$ cat config.mk
export PLATFORM = sky130hd
export DESIGN_NAME = sar_ctrl
export DESIGN_NICKNAME = d
export VERILOG_FILES = /design/src/rtl/sar_ctrl.sv
export SDC_FILE = /design/constraint.sdc
export NUM_CORES = 1
export LEC_CHECK = 0
export ABC_AREA = 1
export ABC_CLOCK_PERIOD_IN_PS = 2900
export BUFFER_PORTS_ARGS = -buffer_cell sky130_fd_sc_hd__buf_2
export CORE_MARGIN = 2
export CORE_UTILIZATION = 40
export CTS_CLUSTER_DIAMETER = 30
export DETAILED_ROUTE_END_ITERATION = 10
export SETUP_SLACK_MARGIN = 0.05
export SKIP_LAST_GASP = 1
export SLEW_MARGIN = 25
export SYNTH_ARGS = -nofsm -noshare
export SYNTH_HDL_FRONTEND = slang
export SYNTH_SLANG_ARGS = --single-unit
$ cat constraint.sdc
create_clock -name clk -period 2.9 [get_ports clk]
set_clock_uncertainty 0.2 [all_clocks]
set_input_delay 0.29 -clock clk [delete_from_list [all_inputs] [get_ports clk]]
set_output_delay 0.29 -clock clk [all_outputs]
set_load 0.05 [all_outputs]
$ cat src/rtl/sar_ctrl.sv
module sar_ctrl #(
  parameter int W     = 12,
  parameter int BUS_W = 8
) (
  input  logic             clk,
  input  logic             rst_n,
  input  logic             start_i,
  input  logic             cmp_ge_i,
  input  logic             hi_sel_i,
  input  logic             lo_sel_i,
  output logic [W-1:0]     dac_code_o,
  output logic             eoc_o,
  output logic [BUS_W-1:0] rd_data_o,
  output logic             ser_bit_o,
  output logic             ser_vld_o
);
  localparam int HI_W = W - BUS_W;
  localparam logic [W-1:0] TOP_BIT = {1'b1, {(W-1){1'b0}}};

  logic         busy_q;
  logic [W-1:0] trial_q, probe_q, result_q, kept;
  logic [BUS_W-1:0] hi_view, lo_view;

  assign kept = cmp_ge_i ? trial_q : (trial_q & ~probe_q);

  always_ff @(posedge clk or negedge rst_n) begin
    if (!rst_n) begin
      busy_q    <= 1'b0;
      trial_q   <= '0;
      probe_q   <= '0;
      result_q  <= '0;
      ser_bit_o <= 1'b0;
      ser_vld_o <= 1'b0;
    end else begin
      ser_vld_o <= 1'b0;
      if (!busy_q && start_i) begin
        busy_q  <= 1'b1;
        trial_q <= TOP_BIT;
        probe_q <= TOP_BIT;
      end else if (busy_q) begin
        ser_bit_o <= cmp_ge_i;
        ser_vld_o <= 1'b1;
        trial_q   <= kept | (probe_q >> 1);
        probe_q   <= probe_q >> 1;
        if (probe_q[0]) begin
          busy_q   <= 1'b0;
          result_q <= kept;
        end
      end
    end
  end

  assign lo_view = result_q[BUS_W-1:0];

  generate
    if (HI_W < BUS_W) begin : g_pad
      assign hi_view = {{(BUS_W-HI_W){1'b0}}, result_q[W-1:BUS_W]};
    end else begin : g_full
      assign hi_view = result_q[W-1:BUS_W];
    end
  endgenerate

  assign rd_data_o  = hi_sel_i ? hi_view : (lo_sel_i ? lo_view : '0);
  assign dac_code_o = trial_q;
  assign eoc_o      = ~busy_q;
endmodule

==> results of run 1 <==
==> state kept, by name, summed over array words and instances (netlist names) <==
name	count
busy_q	1
dac_code_o	12
probe_q	12
result_q	12
ser_bit_o	1
ser_vld_o	1
==> cells by family after synthesis <==
group	Yosys count	share of synthesized area
AO/OA/AOI/OAI	11	0.0441
buffers and inverters	26	0.0803
flip-flops	39	0.554
AND/OR/NAND/NOR	135	0.321
==> routing by layer <==
layer / up-vias / routed length (um) / GRT usage
met1: 637 / 1720 / 0.226
met5: - / 0 / 0
li1: 708 / - / -
met4: 0 / 69 / 0.0705
met3: 8 / 130 / 0.0361
met2: 26 / 1520 / 0.231
==> per-stage QoR <==
stage / utilization / hold slack (ns) / std cells / power [mW] / setup slack [ns]
after floorplan: - / -0.206 / 211 / 1.65 / 1.19
after detailed placement: 0.440 / 0.240 / 281 / 1.88 / 1.32
after global placement: 0.440 / 0.257 / 281 / 1.87 / 1.34
final: 0.469 / 0.0753 / 290 / 2.32 / 1.12
after CTS: 0.469 / 0.0645 / 290 / 2.34 / 1.10
after global routing: 0.469 / 0.0920 / 290 / 2.47 / 1.02
==> Yosys cell counts <==
cell,number,area share
sky130_fd_sc_hd__a21oi_1,3,0.0085
sky130_fd_sc_hd__nand4_1,1,0.0036
sky130_fd_sc_hd__inv_1,13,0.028
sky130_fd_sc_hd__buf_2,2,0.0057
sky130_fd_sc_hd__nand2_1,99,0.21
sky130_fd_sc_hd__nand2_4,1,0.0064
sky130_fd_sc_hd__nor2_1,7,0.015
sky130_fd_sc_hd__dfrtp_1,39,0.55
sky130_fd_sc_hd__nor2_8,1,0.011
sky130_fd_sc_hd__clkbuf_1,2,0.0043
sky130_fd_sc_hd__nand3_1,26,0.074
sky130_fd_sc_hd__buf_6,4,0.026
sky130_fd_sc_hd__o21ai_1,1,0.0028
sky130_fd_sc_hd__o21ai_0,1,0.0028
sky130_fd_sc_hd__buf_4,3,0.013
sky130_fd_sc_hd__a21oi_2,6,0.030
sky130_fd_sc_hd__inv_2,2,0.0043
==> cells in the final DEF (no fill, tap or decap), drive strengths merged <==
master	instances
bufinv	1
nand3	26
clkinv	1
dfrtp	39
nand4	1
clkbuf	6
nor2	8
a21oi	9
dlygate4sd3	1
inv	15
nand2	100
buf	29
o21ai	2
==> worst min-delay path, cell delays in order <==
cell                      delay, ns
sky130_fd_sc_hd__buf_2         0.11
sky130_fd_sc_hd__nand4_1       0.09
sky130_fd_sc_hd__nand2_1       0.05
==> power breakdown <==
| part | switching [mW] | total [mW] | leakage (nW) | internal, mW |
|---|---|---|---|---|
| clock | 0.181 | 0.460 | 0.0612 | 0.278 |
| sequential | 0.182 | 0.938 | 0.494 | 0.756 |
| combinational | 0.690 | 0.920 | 0.640 | 0.230 |
| total | 1.05 | 2.32 | 1.20 | 1.26 |
==> cell type report <==
type	instances	share of cell area
Timing Repair Buffer	30	0.0782
Tap cell	52	0.0323
Sequential cell	39	0.484
Multi-Input combinational cell	146	0.319
Clock inverter	2	0.0174
Inverter	15	0.0279
Clock buffer	6	0.0410
==> how the worst max path moves through the flow <==
stage	endpoint	cells past startpoint	startpoint	slack, ns
6_report	eoc_o	2	busy_q	1.12
5_1_grt	eoc_o	2	busy_q	1.02
4_1_cts	eoc_o	2	busy_q	1.10
3_5_place_dp	result_q[3]	4	busy_q	1.32
3_3_place_gp	result_q[3]	4	busy_q	1.34
2_1_floorplan	rd_data_o[4]	3	lo_sel_i	1.19
==> repair_timing <==
action,4_1_cts,5_1_grt
setup endpoints to repair,0,0
hold buffers,1,0
hold endpoints to repair,39,0
==> run summary, run 1 <==
The signal arrival time at the worst endpoint came out at 1.29 ns. In this run the critical register-to-register path is captured at result_q[2]. The summed negative setup slack over all endpoints came out at 0 ns. The final weighted congestion in routability-driven placement came out at between 0.7 and 0.8. The antenna diode count is 0. For this run, the detailed router's first-pass iteration total came to 4. The number of instances on the worst hold path came out at 3. The multi-input combinational cells in the finished layout cover a total of ~640 um^2.

Summed over all cells, the static leakage comes to 1.20 nW. The initial antenna violation count was 0. For this configuration, the core starts out at a cell density of 0.410. The first global-routing pass estimated ~6100 um of wire. After detailed routing, the number of remaining DRC violations is 0. 29 I/O pins were placed. The required time of the critical path is approximately 2.4 ns. The number of nets still failing antenna checks after routing came out at 0. The mean post-synth cell area came out at 8.34 um^2.

The first routing iteration left 93 violations. The slack of the worst reg-to-reg path came out at roughly 1.3 ns. The path class of the tightest hold or removal check is primary input to flop. The critical path goes through inv_2 > buf_2.

The clock-pin slew on the worst setup and hold paths is roughly 0.07 ns. The sequential-to-total area share from yosys stat is 0.554. For this run, the post-layout net count is 243. The number of gates resized after CTS was 0.

The number of setup buffers added after CTS is 0. In this run the vertical extent of the chip is between 70 and 80 um. The residual overflow from global routing is 0.

Setup repair after global routing left no endpoint under its margin. The headroom to the max-slew limit is 0.452. The region available for standard cell placement spans ~4300 um^2.

The achievable frequency is 561 MHz. The number of global-route vias before repair is around 1300. Once placement finished, the instance area stood at about 1900 um^2. The final layout contains routed wiring with a total length of 3440 um. CTS placed an instance of sky130_fd_sc_hd__clkbuf_8 at the clock tree root. The detail-routed net length per standard cell is 11.9 um. The distinct cell type count after synthesis came out at 17. From synthesis to final layout, the design area changed by 14.5%. The tool flagged a number of max-cap violations equal to 0.

The maximum net fanout on the critical path is 11. The nature of the critical path startpoint is a flop. The number of endpoints failing setup at the final stage is 0. The run finished with clean final reports. The instance count of the mapped netlist is around 210. The cell family contributing the most delay on the critical path is flip-flops.

The launch instance of the worst min-delay path is cmp_ge_i. The number of fill cells is 454. For this block, the via count after detailed routing is about 1400. CTS built an H-tree with a depth of 2. TritonCTS built the clock tree. For the worst flop-to-flop path, the logic depth is 4. The insertion delay of the later-clocked pin in the worst-skew pair came out at around 0.29 ns. The number of hold-slack violations in the final timing report is 0.

The post-route clock period utilization is 0.614. During synthesis, Yosys emitted a total of 0 warnings. STA classifies the critical path endpoint as an output pin. The horizontal die dimension is 70.3 um. The highest cell delay on the worst timing path is ~0.67 ns. The largest voltage drop on the vdd net came out at slightly above 0.4 mV. The cell with the biggest individual delay on the critical path is sky130_fd_sc_hd__dfrtp_1.

For this design, the sink count on the clock tree is 39. The summed area of non-filler cells in the final layout is 2020 um^2. The flop and latch count out of synthesis is 39. The pin count of the biggest net entering global routing is 40. The max-slew violation count came to 0.

The worst min-delay path endpoint is result_q[0]. In the final layout, the share of cells above drive strength 1 is 0.197. The count of input and output buffers is 28. Summing every instance area after synthesis gives between 1500 and 2000 um^2. The number of cell rows came out at 24.

The setup path with the least slack is of type flop to output pin. The overall die area came out at 4950 um^2. The maximum clock insertion buffer count is 2. The number of buffer and inverter stages on the critical path came out at 2. For this design the ratio of total power to cell area is about 1100 nW/um^2. The total area of sequential cells is 976 um^2. The via density per instance is about 4.8. For this run, the total global-route usage over all layers was measured as 0.159. The number of nets produced by synthesis came out at approximately 220. At the pin with the least slew margin, the transition time is a little over 0.8 ns. The number of CTS-inserted buffers came out at 5. In this run the critical register-to-register path is launched from busy_q. The final critical path time including I/O delays and setup is about 1.8 ns. The HPWL after detailed placement is between 2000 and 2500 um.
No activity file was read; power rests on OpenSTA's default activity.
==> run 2, diff against run 1 <==
--- a/config.mk
+++ b/config.mk
@@ -6,7 +6,7 @@
 export NUM_CORES = 1
 export LEC_CHECK = 0
 export ABC_AREA = 1
-export ABC_CLOCK_PERIOD_IN_PS = 2900
+export ABC_CLOCK_PERIOD_IN_PS = 1600
 export BUFFER_PORTS_ARGS = -buffer_cell sky130_fd_sc_hd__buf_2
 export CORE_MARGIN = 2
 export CORE_UTILIZATION = 40
==> constraint.sdc (replaced) <==
create_clock -name clk -period 1.6 [get_ports clk]
set_clock_uncertainty 0.2 [all_clocks]
set_input_delay 0.16 -clock clk [delete_from_list [all_inputs] [get_ports clk]]
set_output_delay 0.16 -clock clk [all_outputs]
set_load 0.05 [all_outputs]
==> run summary, run 2 (synthesized netlist as in run 1, its figures left out) <==
The run finished with clean final reports. The antenna diode count is 0. Static timing analysis puts the maximum clock frequency at between 600 and 700 MHz.

The all-layer global routing usage came out at 0.164. On the final layout, the worst hold slack is 0.174 ns. The synthesis-to-finish area growth is 15.7%. The final weighted congestion in routability-driven placement came out at 0.724. The number of global-route vias before repair came out at around 1400. The required time of the critical path came out at 1.24 ns. The die is 70.3 um tall. The critical path goes through buf_4 > inv_2 > buf_6. Entering global routing, the biggest net connects 40 pins. The detail route stage leaves a number of antenna-violating nets equal to 0. The final wirelength is roughly 3500 um.

The total area of sequential cells is 976 um^2. The via density per instance came out at ~4.6. The number of CTS-inserted buffers came out at 5.

The type of the worst setup path is flop to output pin. The largest voltage drop on the vdd net came out at 0.840 mV. The summed negative setup slack over all endpoints is 0 ns. The post-route clock period utilization came out at 0.934. The cell leakage power came out at about 1.2 nW. At the end of the flow, the number of nets in the layout was roughly 250. Setup repair after global routing left no endpoint under its margin. The final critical path time including I/O delays and setup came out at 1.49 ns. The slowest stage of the critical path belongs to the cell sky130_fd_sc_hd__dfrtp_1. 29 I/O pins were placed. The HPWL after detailed placement came out at approximately 2400 um.

The first routing iteration left 82 violations. The horizontal die dimension is between 70 and 80 um. The number of sinks on the clock net is 39. The H-tree generated during clock tree synthesis spans 2 levels. For this configuration, the core starts out at a cell density of 0.410. The headroom to the max-slew limit came out at 0.761. The iteration count of the initial detailed-routing pass came out at 4. The source of the critical timing path is busy_q. The power density normalized to cell area is 1960 nW/um^2. The clock tree root driver cell is sky130_fd_sc_hd__clkbuf_8. The overall via count from detail_route came out at about 1400.

At the pin with the least slew margin, the transition time is roughly 0.36 ns. The wire length of the first global-routing pass came out at 6290 um. The detail-routed net length per standard cell came out at 12.0 um. The number of cell rows is 24. The overall die area is about 5000 um^2. The total overflow left after global routing is 0.

The maximum clock insertion buffer count came out at 2. The combined area of the multi-input logic cells came out at between 600 and 700 um^2. The floorplan step defined a core boundary enclosing roughly 4300 um^2. The worst setup path is captured at an output pin. The number of hold-slack violations in the final timing report is 0.

Clock-pin slew was measured on the worst setup and hold paths at approximately 0.07 ns. The number of maximum-capacitance violations is 0. Setup violations remaining at the end of the flow were counted as 0. Buffers added to address setup during post-CTS repair amount to 0. The maximum net fanout on the critical path came out at 7.

The number of fill cells came out at ~450. In this run the critical register-to-register path is launched from busy_q. In the layout the commonest cells are sky130_fd_sc_hd__nand2_1, sky130_fd_sc_hd__dfrtp_1, sky130_fd_sc_hd__buf_2, sky130_fd_sc_hd__nand3_1, sky130_fd_sc_hd__inv_1. TritonCTS built the clock tree.

The insertion delay of the later-clocked pin in the worst-skew pair is between 0.2 and 0.3 ns. The DRC violations left came out at 0. The signal arrival time at the worst endpoint came out at 1.13 ns. STA classifies the critical path startpoint as a flop.

The kind of path behind the tightest hold check is primary input to async pin. The library cell used most frequently in the layout, excluding fill and tap cells, is sky130_fd_sc_hd__nand2_1. The highest cell delay on the worst timing path is 0.42 ns. The max-slew violation count is 0. The initial antenna violation count was 0.

The count of input and output buffers came out at 28. Of the cells placed in the final design, the portion with a size suffix greater than 1 is 0.198.
==> run 2: where the power goes <==
| group | switching [mW] | internal (mW) |
|---|---|---|
| Clock | 0.317 | 0.306 |
| Sequential | 0.310 | 1.37 |
| Combinational | 1.26 | 0.431 |
| Total | 1.89 | 2.11 |
==> run 2: through the flow <==
stage                     utilization  cells  area (um^2)  power, mW  setup WS [ns]
after detailed placement        0.446    283         1920       3.39          0.232
after global placement          0.446    283         1920       3.37          0.258
final                           0.474    294         2040       3.99          0.106
after CTS                       0.473    294         2030       4.03         0.0787
after global routing            0.474    294         2040       4.29         0.0637
after floorplan                     -    211         1760       2.99          0.148
==> run 2: final cells by class <==
cell class | count | area share
clock buffer | 7 | 0.0375
clock inverter | 1 | 0.00246
inverter | 15 | 0.0295
multi-input combinational | 146 | 0.316
sequential | 39 | 0.479
tap | 52 | 0.0319
timing repair buffer | 34 | 0.104
==> run 2: repair_timing <==
item,CTS,global route
resized for setup,1,2
pin swaps,0,0
hold buffers,3,0
hold endpoints to repair,41,0
setup endpoints to repair,1,8
==> run 2: final timing paths <==
check                           endpoint  slack (ns)  cells after the start
max                                eoc_o        0.11                      3
min                        dac_code_o[5]        0.17                      3
max reg2reg                dac_code_o[1]        0.22                      4
min reg2reg                 result_q[10]        0.28                      2
max in group asynchronous    result_q[6]        0.84                      3
min in group clk            result_q[10]        0.28                      2
==> run 2: worst max-delay path, delay by kind of cell, from the launching register on <==
kind	cells	cell delay, ns
buf+inv	3	0.44
flops	1	0.42
==> run 2: metal layers <==
metal / up-vias / global-route usage / wire length [um]
li1: 711 / - / -
met1: 618 / 0.233 / 1740
met2: 23 / 0.241 / 1600
met3: 6 / 0.0375 / 134
met4: 0 / 0.0705 / 55
met5: - / 0 / 0
